File: src/rtl/lpm_clk_pkg.sv
package lpm_clk_pkg;

    parameter int WDG_SEL_W = 2;

    typedef enum logic [1:0] {
        MODE_RUN   = 2'd0,
        MODE_FSTOP = 2'd1,
        MODE_PSTOP = 2'd2
    } lpm_mode_e;

    typedef struct packed {
        logic                 osc_en;
        logic                 pstop_sel;
        logic                 pll_sel;
        logic [WDG_SEL_W-1:0] wdg_sel;
        logic                 wdg_stop_dis;
        logic                 rti_sel;
    } lpm_cfg_t;

    localparam lpm_cfg_t CFG_RESET = '{
        osc_en:       1'b0,
        pstop_sel:    1'b0,
        pll_sel:      1'b1,
        wdg_sel:      '0,
        wdg_stop_dis: 1'b0,
        rti_sel:      1'b0
    };

endpackage

File: src/rtl/lpm_mode_fsm.sv
module lpm_mode_fsm
    import lpm_clk_pkg::*;
(
    input  logic      clk,
    input  logic      rst_n,
    input  logic      stop_req,
    input  logic      wake_evt,
    input  logic      cfg_osc_en,
    input  logic      cfg_pstop_sel,
    output lpm_mode_e mode_q,
    output logic      wake_from_full
);

    typedef struct packed {
        lpm_mode_e mode;
    } fsm_st_t;

    fsm_st_t st_d, st_q;

    always_comb begin
        st_d           = st_q;
        wake_from_full = 1'b0;
        case (st_q.mode)
            MODE_RUN: begin
                // a wake-up in the same cycle cancels the stop request
                if (stop_req && !wake_evt) begin
                    st_d.mode = (cfg_osc_en && cfg_pstop_sel) ? MODE_PSTOP : MODE_FSTOP;
                end
            end
            MODE_FSTOP: begin
                if (wake_evt) begin
                    st_d.mode      = MODE_RUN;
                    wake_from_full = 1'b1;
                end
            end
            MODE_PSTOP: begin
                if (wake_evt) begin
                    st_d.mode = MODE_RUN;
                end
            end
            default: st_d.mode = MODE_RUN;
        endcase
    end

    always_ff @(posedge clk or negedge rst_n) begin
        if (!rst_n) begin
            st_q.mode <= MODE_RUN;
        end else begin
            st_q <= st_d;
        end
    end

    assign mode_q = st_q.mode;

endmodule

File: src/rtl/lpm_cfg_bank.sv
module lpm_cfg_bank
    import lpm_clk_pkg::*;
(
    input  logic     clk,
    input  logic     rst_n,
    input  logic     in_run,
    input  logic     cfg_wr,
    input  lpm_cfg_t cfg_in,
    input  logic     osc_up,
    input  logic     wake_from_full,
    output lpm_cfg_t cfg_q
);

    lpm_cfg_t cfg_d, cfg_r;
    logic     pll_clear_ok;

    // clearing the PLL select needs a running, stable oscillator
    assign pll_clear_ok = cfg_r.osc_en && osc_up;

    always_comb begin
        cfg_d = cfg_r;
        if (in_run && cfg_wr) begin
            cfg_d = cfg_in;
            if (!cfg_in.pll_sel && !pll_clear_ok) begin
                cfg_d.pll_sel = cfg_r.pll_sel;
            end
        end
        if (wake_from_full) begin
            cfg_d.pll_sel    = 1'b1;
            cfg_d.wdg_sel[0] = 1'b0;
            cfg_d.rti_sel    = 1'b0;
        end
    end

    always_ff @(posedge clk or negedge rst_n) begin
        if (!rst_n) begin
            cfg_r <= CFG_RESET;
        end else begin
            cfg_r <= cfg_d;
        end
    end

    assign cfg_q = cfg_r;

endmodule

File: src/rtl/lpm_out_decode.sv
module lpm_out_decode
    import lpm_clk_pkg::*;
#(
    parameter int GATED_CLKS = 3
) (
    input  lpm_mode_e                 mode,
    input  lpm_cfg_t                  cfg,
    output logic                      pll_en,
    output logic                      irc_en,
    output logic                      xosc_en,
    output logic [GATED_CLKS-1:0]     gated_clk_en,
    output logic                      vreg_rpm,
    output logic                      lvi_en,
    output logic                      lvr_en,
    output logic                      wdg_run,
    output logic                      rti_run
);

    localparam int WDG_RC_BIT = WDG_SEL_W - 1;

    logic is_run, is_full;

    assign is_run  = (mode == MODE_RUN);
    assign is_full = (mode == MODE_FSTOP);

    assign pll_en   = is_run;
    assign irc_en   = is_run;
    assign xosc_en  = cfg.osc_en && !is_full;
    assign vreg_rpm = !is_run;
    assign lvi_en   = is_run;
    assign lvr_en   = is_run;

    for (genvar g = 0; g < GATED_CLKS; g++) begin : g_gate
        assign gated_clk_en[g] = is_run;
    end

    always_comb begin
        wdg_run = 1'b1;
        rti_run = 1'b1;
        if (is_full) begin
            rti_run = 1'b0;
            wdg_run = cfg.wdg_sel[WDG_RC_BIT] && !cfg.wdg_stop_dis;
        end
    end

endmodule

File: src/rtl/lpm_clk_ctrl.sv
module lpm_clk_ctrl
    import lpm_clk_pkg::*;
#(
    parameter int GATED_CLKS = 3
) (
    input  logic                  clk,
    input  logic                  rst_n,
    input  logic                  stop_req,
    input  logic                  wake_evt,
    input  logic                  osc_up,
    input  logic                  cfg_wr,
    input  logic                  cfg_osc_en,
    input  logic                  cfg_pstop_sel,
    input  logic                  cfg_pll_sel,
    input  logic [WDG_SEL_W-1:0]  cfg_wdg_sel,
    input  logic                  cfg_wdg_stop_dis,
    input  logic                  cfg_rti_sel,
    output logic                  pll_en,
    output logic                  irc_en,
    output logic                  xosc_en,
    output logic [GATED_CLKS-1:0] gated_clk_en,
    output logic                  vreg_rpm,
    output logic                  lvi_en,
    output logic                  lvr_en,
    output logic                  pll_sel,
    output logic [WDG_SEL_W-1:0]  wdg_sel,
    output logic                  rti_sel,
    output logic                  wdg_run,
    output logic                  rti_run
);

    lpm_mode_e mode_q;
    logic      wake_from_full;
    lpm_cfg_t  cfg_in, cfg_q;

    always_comb begin
        cfg_in.osc_en       = cfg_osc_en;
        cfg_in.pstop_sel    = cfg_pstop_sel;
        cfg_in.pll_sel      = cfg_pll_sel;
        cfg_in.wdg_sel      = cfg_wdg_sel;
        cfg_in.wdg_stop_dis = cfg_wdg_stop_dis;
        cfg_in.rti_sel      = cfg_rti_sel;
    end

    lpm_mode_fsm u_fsm (
        .clk            (clk),
        .rst_n          (rst_n),
        .stop_req       (stop_req),
        .wake_evt       (wake_evt),
        .cfg_osc_en     (cfg_q.osc_en),
        .cfg_pstop_sel  (cfg_q.pstop_sel),
        .mode_q         (mode_q),
        .wake_from_full (wake_from_full)
    );

    lpm_cfg_bank u_cfg (
        .clk            (clk),
        .rst_n          (rst_n),
        .in_run         (mode_q == MODE_RUN),
        .cfg_wr         (cfg_wr),
        .cfg_in         (cfg_in),
        .osc_up         (osc_up),
        .wake_from_full (wake_from_full),
        .cfg_q          (cfg_q)
    );

    lpm_out_decode #(.GATED_CLKS(GATED_CLKS)) u_dec (
        .mode         (mode_q),
        .cfg          (cfg_q),
        .pll_en       (pll_en),
        .irc_en       (irc_en),
        .xosc_en      (xosc_en),
        .gated_clk_en (gated_clk_en),
        .vreg_rpm     (vreg_rpm),
        .lvi_en       (lvi_en),
        .lvr_en       (lvr_en),
        .wdg_run      (wdg_run),
        .rti_run      (rti_run)
    );

    assign pll_sel = cfg_q.pll_sel;
    assign wdg_sel = cfg_q.wdg_sel;
    assign rti_sel = cfg_q.rti_sel;

endmodule

File: config.mk
export PLATFORM = sky130hd
export DESIGN_NAME = lpm_clk_ctrl
export DESIGN_NICKNAME = d
export VERILOG_FILES = /design/src/rtl/lpm_clk_pkg.sv /design/src/rtl/lpm_mode_fsm.sv /design/src/rtl/lpm_cfg_bank.sv /design/src/rtl/lpm_out_decode.sv /design/src/rtl/lpm_clk_ctrl.sv
export SDC_FILE = /design/constraint.sdc
export NUM_CORES = 1
export LEC_CHECK = 0
export BUFFER_PORTS_ARGS = -buffer_cell sky130_fd_sc_hd__buf_2
export CORE_MARGIN = 1
export CORE_UTILIZATION = 35
export CTS_CLUSTER_SIZE = 12
export DETAILED_ROUTE_END_ITERATION = 10
export PLACE_DENSITY_LB_ADDON = 0.08
export SYNTH_ARGS = -nofsm -noshare
export SYNTH_HDL_FRONTEND = slang
export SYNTH_HIERARCHICAL = 1
export SYNTH_SLANG_ARGS = --single-unit
File: constraint.sdc
create_clock -name clk -period 1.37 [get_ports clk]
set_input_delay 0.137 -clock clk [delete_from_list [all_inputs] [get_ports clk]]
set_output_delay 0.137 -clock clk [all_outputs]
set_load 0.02 [all_outputs]
==> qor.yml, run 1 <==
max_freq_mhz: 740.8
grt_max_degree: 10
rr_startpoint: "u_fsm/mode_q[0]"
fin_crit_ps: 1350
drcViolationCount: 0
synth-edff-count: 0
finalMaxSlewViolations: 0
cts_buffers: 3
rsz0062_at_grt: "true"
insertion_delay_ps: 260
dr.max_layer_used: "met4"
yosys-top-cells-count: "8 x dfrtp_1, 6 x buf_4, 4 x inv_1, 4 x mux2_2, 4 x nand3_1"
floorplan.io_pins: 28
synth_top_cell_by_area: "dfrtp_1"
ys_seq_area_share_pct: 43.41
r2r_setup_slack_ps: 20
syn_avg_cell_area_um2: 10.44
n_antenna_cell: 0
cp.arrival_ps: 1500
syn2layout_area_growth_pct: 42.93
core_area_mm2: 0.001350
synthFlopType: "dfrtp_1"
portBuffers: 27
layoutNonFillerInstCount: 97
worst_pin_slew_ps: 236.0
clock_sinks: 9
synth_nets: 65
final-hold-violation-count: 0
dp.cells: 90
yosysUniqueCellTypes: 24
m1WireLength_um: 473
die_h_um: 40.61
ys_seq_elements: 9
p_leak_nw: 0.3714
drt_iter0_drc: 4
grt_pass1_wl_mm: 1.338
cts_root_buffer: "clkbuf_4"
dp_hpwl_um: 802.4
yosys_warnings: 6
reg2reg_depth: 5
drive_above_1_share_pct: 59.76
status: "finished clean"
cp.required_ps: 1520
route.met3.wl_um: 108
wl_per_cell_um: 11.04
ant_nets: 0
synth_top_area_share_pct: 38.37
slew_headroom_pct: 84.21
path_clk_slew_ps: 60
die_x_um: 40.61
cts_tree: "built"
num_vias: 470
synth.area.top_cells: "dfrtp_1 38%, buf_4 8.6%, mux2_2 8.6%"
htree_levels: 1
setup_viol: 0
dieArea_mm2: 0.001649
synthesis.area_um2: 521.8
fin_skew_ps: 1.661
timing.rr.end: "u_fsm/mode_q[1]"
cap_violations: 0
postLayoutCellArea_um2: 745.7
p_per_area_mw_per_mm2: 2747
grt_overflow_total: 0
grt_pass1_vias: 322
first_pass_iters: 4
wl_met2_um: 477
min_period_over_period_pct: 98.54
worstHoldStart: "wake_evt"
start_kind: "flop"
placed_cell_area_um2: 660.6
start_util_pct: 38.65
crit_path_max_incr_delay_ps: 410
min_path_cells: 2
whs_ps: 86.39
crit_path_end_kind: "flop"
fin_total_pwr_mw: 2.049
viasPerCell: 4.845
fp-row-count: 13
hold_path.class: "in -> reg"
crit_fanout: 4
grtUsageTotal_pct: 13.65
peakVddDrop_mv: 1.114
nets: 98
crit_slowest_cell: "dfrtp_1"
syn_inst: 50
wirelength_mm: 1.071
cts_buffer_depth: 2
whs_endpoint: "u_fsm/mode_q[1]"
synth_most_common_cell: "dfrtp_1"
path_class: "reg -> reg"
place_congestion: 0.7117
final.setup.tns_ps: 0
async_flop_share_pct: 100.0
grt_antenna_before_repair: 0
critical_path.cell_chain: "inv_1, ha_4, and3b_1, a32oi_1, o21ai_1"
[through the flow]
step	util, %	worst slack (ps)
after floorplan	-	13.41
after global placement	48.93	48.43
after detailed placement	48.93	31.78
after CTS	51.81	-6.990
after global routing	55.24	-48.77
final	55.24	20.06
[repair_timing]
item,in CTS,in global routing
setup endpoints to repair,8,10
endpoints found under the hold margin,9,0
hold buffers,1,0
buffers inserted,0,2
resized for setup,1,7
pin swaps,0,1
[worst max-delay path: cells and delay by family, from the launching register on]
kind,cells,cell delay (ps)
AO/OA/AOI/OAI,2,270
adder cells (fa/ha/maj),1,270
flip-flops,1,410
buffers and inverters,1,100
AND/OR/NAND/NOR,1,190
[cell type report]
type,count,area (um2)
multi-input combinational,31,255.2
fill,134,604.3
sequential,9,227.7
clock buffer,4,26.28
timing repair buffer,34,202.7
tap,15,18.77
inverter,4,15.01
[cell usage in the layout, fill, tap and decap left out, drive strengths merged, types with 2 or more instances in the layout]
master	n
nor2	2
clkbuf	4
ha	2
dfrtp	8
a21oi	2
a21bo	2
o21ai	2
mux2	4
and2	2
nand3	4
nand2	2
nand2b	2
inv	4
buf	33
[cell families after synthesis]
| family | count (synthesis) | share of synthesized area (%) |
|---|---|---|
| fa+ha+maj | 2 | 4.795 |
| compound gates | 10 | 13.91 |
| simple gates | 15 | 17.75 |
| buf+inv | 10 | 11.51 |
| mux | 4 | 8.632 |
| flops | 9 | 43.41 |
[where the power goes]
group	switching (mW)	internal, mW
clock	0.0904	0.112
combinational	0.733	0.614
sequential	0.0960	0.403
total	0.920	1.13
[layer usage]
metal / GRT usage, % / vias up
met5: 0 / -
met4: 7.500 / 0
met3: 8.152 / 2
met2: 19.05 / 28
met1: 16.10 / 208
li1: - / 232
[worst max path at each step]
stage | start | end | slack (ps) | cells after the start
6_report | u_fsm/mode_q[0] | u_fsm/mode_q[1] | 20 | 5
5_1_grt | u_fsm/mode_q[0] | u_fsm/mode_q[1] | -50 | 5
4_1_cts | u_fsm/mode_q[0] | vreg_rpm | -7 | 4
3_5_place_dp | u_fsm/mode_q[1] | u_fsm/mode_q[1] | 30 | 5
3_3_place_gp | u_fsm/mode_q[1] | u_fsm/mode_q[1] | 50 | 5
2_1_floorplan | u_fsm/mode_q[0] | gated_clk_en[0] | 10 | 2
[flip-flops by register name, indices dropped and copies added, names as in the netlist]
register / cells
u_fsm/mode_q: 2
u_cfg/cfg_q: 7
No activity file was read; power rests on OpenSTA's default activity.
==> run 2, diff against run 1 <==
- CORE_UTILIZATION: 35 -> 38
==> qor.yml, run 2 (same netlist as run 1, synthesis figures left out) <==
status: "finished clean"
grt_overflow_total: 0
placed_cell_area_um2: 651.9
grtUsageTotal_pct: 16.20
htree_levels: 1
min_period_over_period_pct: 99.35
layoutNonFillerInstCount: 96
num_vias: 474
layout_setup_ws_ps: 8.838
final-hold-violation-count: 0
cts_buffer_depth: 2
dp_hpwl_um: 774.1
nets: 98
final_common_cell: "buf_2"
fp-row-count: 12
whs_ps: 98.11
r2r_setup_slack_ps: 30
cts_root_buffer: "clkbuf_4"
switching_share_pct: 42.60
n_fill_cell: 105
portBuffers: 27
grt_pass1_vias: 386
cp.arrival_ps: 1220
first_pass_iters: 4
cts_buffers: 3
syn2layout_area_growth_pct: 49.64
postLayoutCellArea_um2: 780.7
crit_path_end_kind: "primary output"
rr_startpoint: "u_fsm/mode_q[1]"
start_kind: "flop"
finalMaxSlewViolations: 0
max_freq_mhz: 734.7
cap_violations: 0
core_area_mm2: 0.001186
dp_slack_ps: 37.20
fin_crit_ps: 1361
clock_sinks: 9
drt_iter0_drc: 12
largest_register_ffs: 7
die_h_um: 39.06
clockPowerShare_pct: 9.1
path_class: "reg -> out"
grt_util_met2_pct: 25.83
comb_power_share_pct: 68.4
wirelength_mm: 1.065
power_frac_seq_pct: 22.5
timing.rr.end: "u_fsm/mode_q[1]"
start_util_pct: 43.99
grt_util_met3_pct: 3.468
grt_use_met1_pct: 20.50
worst_pin_slew_ps: 230.8
endpoint: "wdg_run"
crit_fanout: 4
hold_path.class: "in -> reg"
grt_pass1_wl_mm: 1.614
layout_common_cells: "17 x buf_2, 10 x buf_4, 8 x dfrtp_1"
setup_viol: 0
drcViolationCount: 0
reg2reg_depth: 5
floorplan.io_pins: 28
grt_max_degree: 10
cts_tree: "built"
top_usage_layer: "met2"
drive_above_1_share_pct: 60.98
path_clk_slew_ps: 60
rsz0062_at_grt: "true"
place_congestion: 0.7398
p_leak_nw: 0.3894
cp.required_ps: 1230
dieArea_mm2: 0.001525
fin_skew_ps: 5.845
viasPerCell: 4.938
insertion_delay_ps: 260
wl_per_cell_um: 11.09
grt_antenna_before_repair: 0
slew_headroom_pct: 84.56
crit_path_start: "u_fsm/mode_q[1]"
p_int_mw: 1.269
die_x_um: 39.06
ant_nets: 0
power_switching_mw: 0.9416
dp.cells: 88
fin_total_pwr_mw: 2.211
peakVddDrop_mv: 1.423
n_antenna_cell: 0
p_per_area_mw_per_mm2: 2831
run 2: metal layers:
layer	wire length, um	up-vias
met5	0	-
met4	6	0
met1	479	212
met2	513	24
li1	-	236
met3	65	2
run 2: how the worst min path moves through the flow:
stage / startpoint / to / slack, ps / depth (start not counted)
6_report: wake_evt / u_fsm/mode_q[1] / 100 / 2
5_1_grt: wake_evt / u_fsm/mode_q[1] / 100 / 2
4_1_cts: wake_evt / u_fsm/mode_q[1] / 90 / 2
3_5_place_dp: rst_n / u_cfg/cfg_q[3] / 1 / 1
3_3_place_gp: rst_n / u_cfg/cfg_q[3] / 0.6 / 1
2_1_floorplan: rst_n / u_cfg/cfg_q[0] / -160 / 0
run 2: metrics by stage:
step                      TNS [ps]  utilization [%]
after global routing        -514.3            65.82
after detailed placement         0            54.96
final                            0            65.82
after floorplan                  0                -
after CTS                        0            61.29
after global placement           0            54.96
run 2: repair_timing:
| item | CTS | global route |
|---|---|---|
| pin swaps | 0 | 1 |
| hold endpoints to repair | 9 | 0 |
| buffers inserted | 2 | 1 |
| endpoints found under the setup margin | 10 | 12 |
| gates resized for setup | 7 | 14 |
| hold buffers | 1 | 0 |
run 2: area by class of cell:
type | count | area, um2 | area share (%)
Inverter | 4 | 15.01 | 1.923
Clock buffer | 4 | 26.28 | 3.365
Multi-Input combinational cell | 31 | 257.7 | 33.01
Tap cell | 14 | 17.52 | 2.244
Timing Repair Buffer | 34 | 237.7 | 30.45
Sequential cell | 9 | 226.5 | 29.01
run 2: worst max-delay path, cell delays in order, from the launching register on:
cell and delay (ps):
dfrtp_1 410, buf_6 130, nand2b_4 140, a21o_1 160, buf_6 130
run 2: power groups by stage:
| stage | sequential, mW | clock, mW | combinational [mW] |
|---|---|---|---|
| after floorplan | 0.562 | 0 | 0.877 |
| after global placement | 0.494 | 0 | 1.18 |
| after detailed placement | 0.496 | 0 | 1.18 |
| after CTS | 0.495 | 0.210 | 1.30 |
| after global routing | 0.514 | 0.221 | 1.65 |
| final | 0.497 | 0.201 | 1.51 |
==> run 3, diff against run 2 <==
- SETUP_SLACK_MARGIN: not set -> 0.4
==> qor.yml, run 3 (same netlist as run 1, synthesis figures left out) <==
status: "finished clean"
largest_register_ffs: 7
place_congestion: 0.7379
p_leak_nw: 0.4139
n_fill_cell: 95
power_frac_seq_pct: 21.1
cap_violations: 0
cts_buffers: 3
dieArea_mm2: 0.001525
fp-row-count: 12
layout_common_cells: "14 x buf_2, 13 x buf_6, 8 x buf_4"
cp.required_ps: 1230
wl_per_cell_um: 12.55
die_x_um: 39.06
rsz0062_at_grt: "true"
final_common_cell: "buf_2"
worst_pin_slew_ps: 218.3
drive_above_1_share_pct: 65.48
cts_buffer_depth: 2
dp_hpwl_um: 803.9
syn2layout_area_growth_pct: 60.19
fin_crit_ps: 1369
grt_max_degree: 10
drcViolationCount: 0
comb_power_share_pct: 70.5
start_kind: "flop"
grt_antenna_before_repair: 0
grt_pass1_vias: 460
nets: 100
portBuffers: 27
start_util_pct: 43.99
crit_path_end_kind: "primary output"
finalMaxSlewViolations: 0
cp.arrival_ps: 1230
path_class: "reg -> out"
multi_input_comb_area_um2: 260.3
peakVddDrop_mv: 1.518
clockPowerShare_pct: 8.4
drt_iter0_drc: 10
setup_viol: 0
viasPerCell: 5.082
postLayoutCellArea_um2: 835.8
cts_root_buffer: "clkbuf_4"
htree_levels: 1
slew_headroom_pct: 85.42
min_period_over_period_pct: 99.90
first_pass_iters: 4
power_switching_mw: 1.024
ff_latch_area_um2: 227.7
crit_fanout: 3
floorplan.io_pins: 28
grtUsageTotal_pct: 18.96
grt_overflow_total: 0
p_per_area_mw_per_mm2: 2918
hold_path.class: "in -> reg"
path_clk_slew_ps: 60
insertion_delay_ps: 260
core_area_mm2: 0.001186
wirelength_mm: 1.230
max_freq_mhz: 730.6
die_h_um: 39.06
cts_tree: "built"
final.setup.tns_ps: 0
switching_share_pct: 41.98
num_vias: 498
final-hold-violation-count: 0
placed_cell_area_um2: 668.1
p_int_mw: 1.415
n_antenna_cell: 0
fin_skew_ps: 0.4507
clock_sinks: 9
ant_nets: 0
grt_pass1_wl_mm: 1.932
whs_ps: 94.41
==> run 3: cell types whose count changed in the layout (fill, tap and decap cells not counted), sizes merged <==
cell  delta
buf      +2
==> run 3: path summary, 6_finish.rpt <==
path / from / slack, ps / depth (start not counted) / to
max: u_fsm/mode_q[1] / 1 / 4 / wdg_run
min: wake_evt / 90 / 2 / u_fsm/mode_q[1]
max in group asynchronous: rst_n / 860 / 2 / u_cfg/cfg_q[4]
min in group asynchronous: rst_n / 260 / 2 / u_cfg/cfg_q[3]
min reg2reg: u_cfg/cfg_q[1] / 540 / 1 / u_cfg/cfg_q[1]
max reg2reg: u_fsm/mode_q[1] / 10 / 6 / u_fsm/mode_q[1]
==> run 3: worst max-delay path, stage by stage (launching register included) <==
cell      delay (ps)
dfrtp_1          400
buf_6            140
nand2b_4         140
a21o_1           160
buf_6            130
==> run 3: through the flow <==
step / instances / worst slack [ps] / power [mW] / util [%]
after floorplan: 50 / 108.4 / 1.490 / -
after global placement: 88 / 132.7 / 1.732 / 56.33
after detailed placement: 88 / 120.3 / 1.739 / 56.33
after CTS: 96 / 33.86 / 2.292 / 67.41
after global routing: 98 / -58.28 / 2.606 / 70.46
final: 98 / 1.353 / 2.439 / 70.46
==> run 3: power by group through the flow <==
stage | Sequential, mW | Combinational (mW) | Clock [mW]
3_3_place_gp | 0.500 | 1.23 | 0
2_1_floorplan | 0.573 | 0.917 | 0
4_1_cts | 0.505 | 1.57 | 0.213
3_5_place_dp | 0.500 | 1.24 | 0
6_report | 0.514 | 1.72 | 0.206
5_1_grt | 0.534 | 1.84 | 0.228
==> run 3: cell type report <==
| class | instances | share of cell area (%) |
|---|---|---|
| Tap cell | 14 | 2.096 |
| Sequential cell | 9 | 27.25 |
| Inverter | 4 | 2.096 |
| Timing Repair Buffer | 36 | 34.28 |
| Multi-Input combinational cell | 31 | 31.14 |
| Clock buffer | 4 | 3.144 |
==> run 3: timing repair <==
action | in CTS | in global routing
endpoints found under the hold margin | 9 | 0
setup endpoints to repair | 21 | 22
gates resized for setup | 23 | 7
hold buffers | 1 | 0
buffers inserted | 3 | 2
pin swaps | 0 | 4
==> run 3: layer usage <==
layer  track usage [%]  vias to the layer above  wire, um
met5                 0                        -         0
met4             7.759                        0         0
met3             4.624                        0       108
met2             33.75                       29       622
met1             21.15                      232       500
li1                  -                      237         -
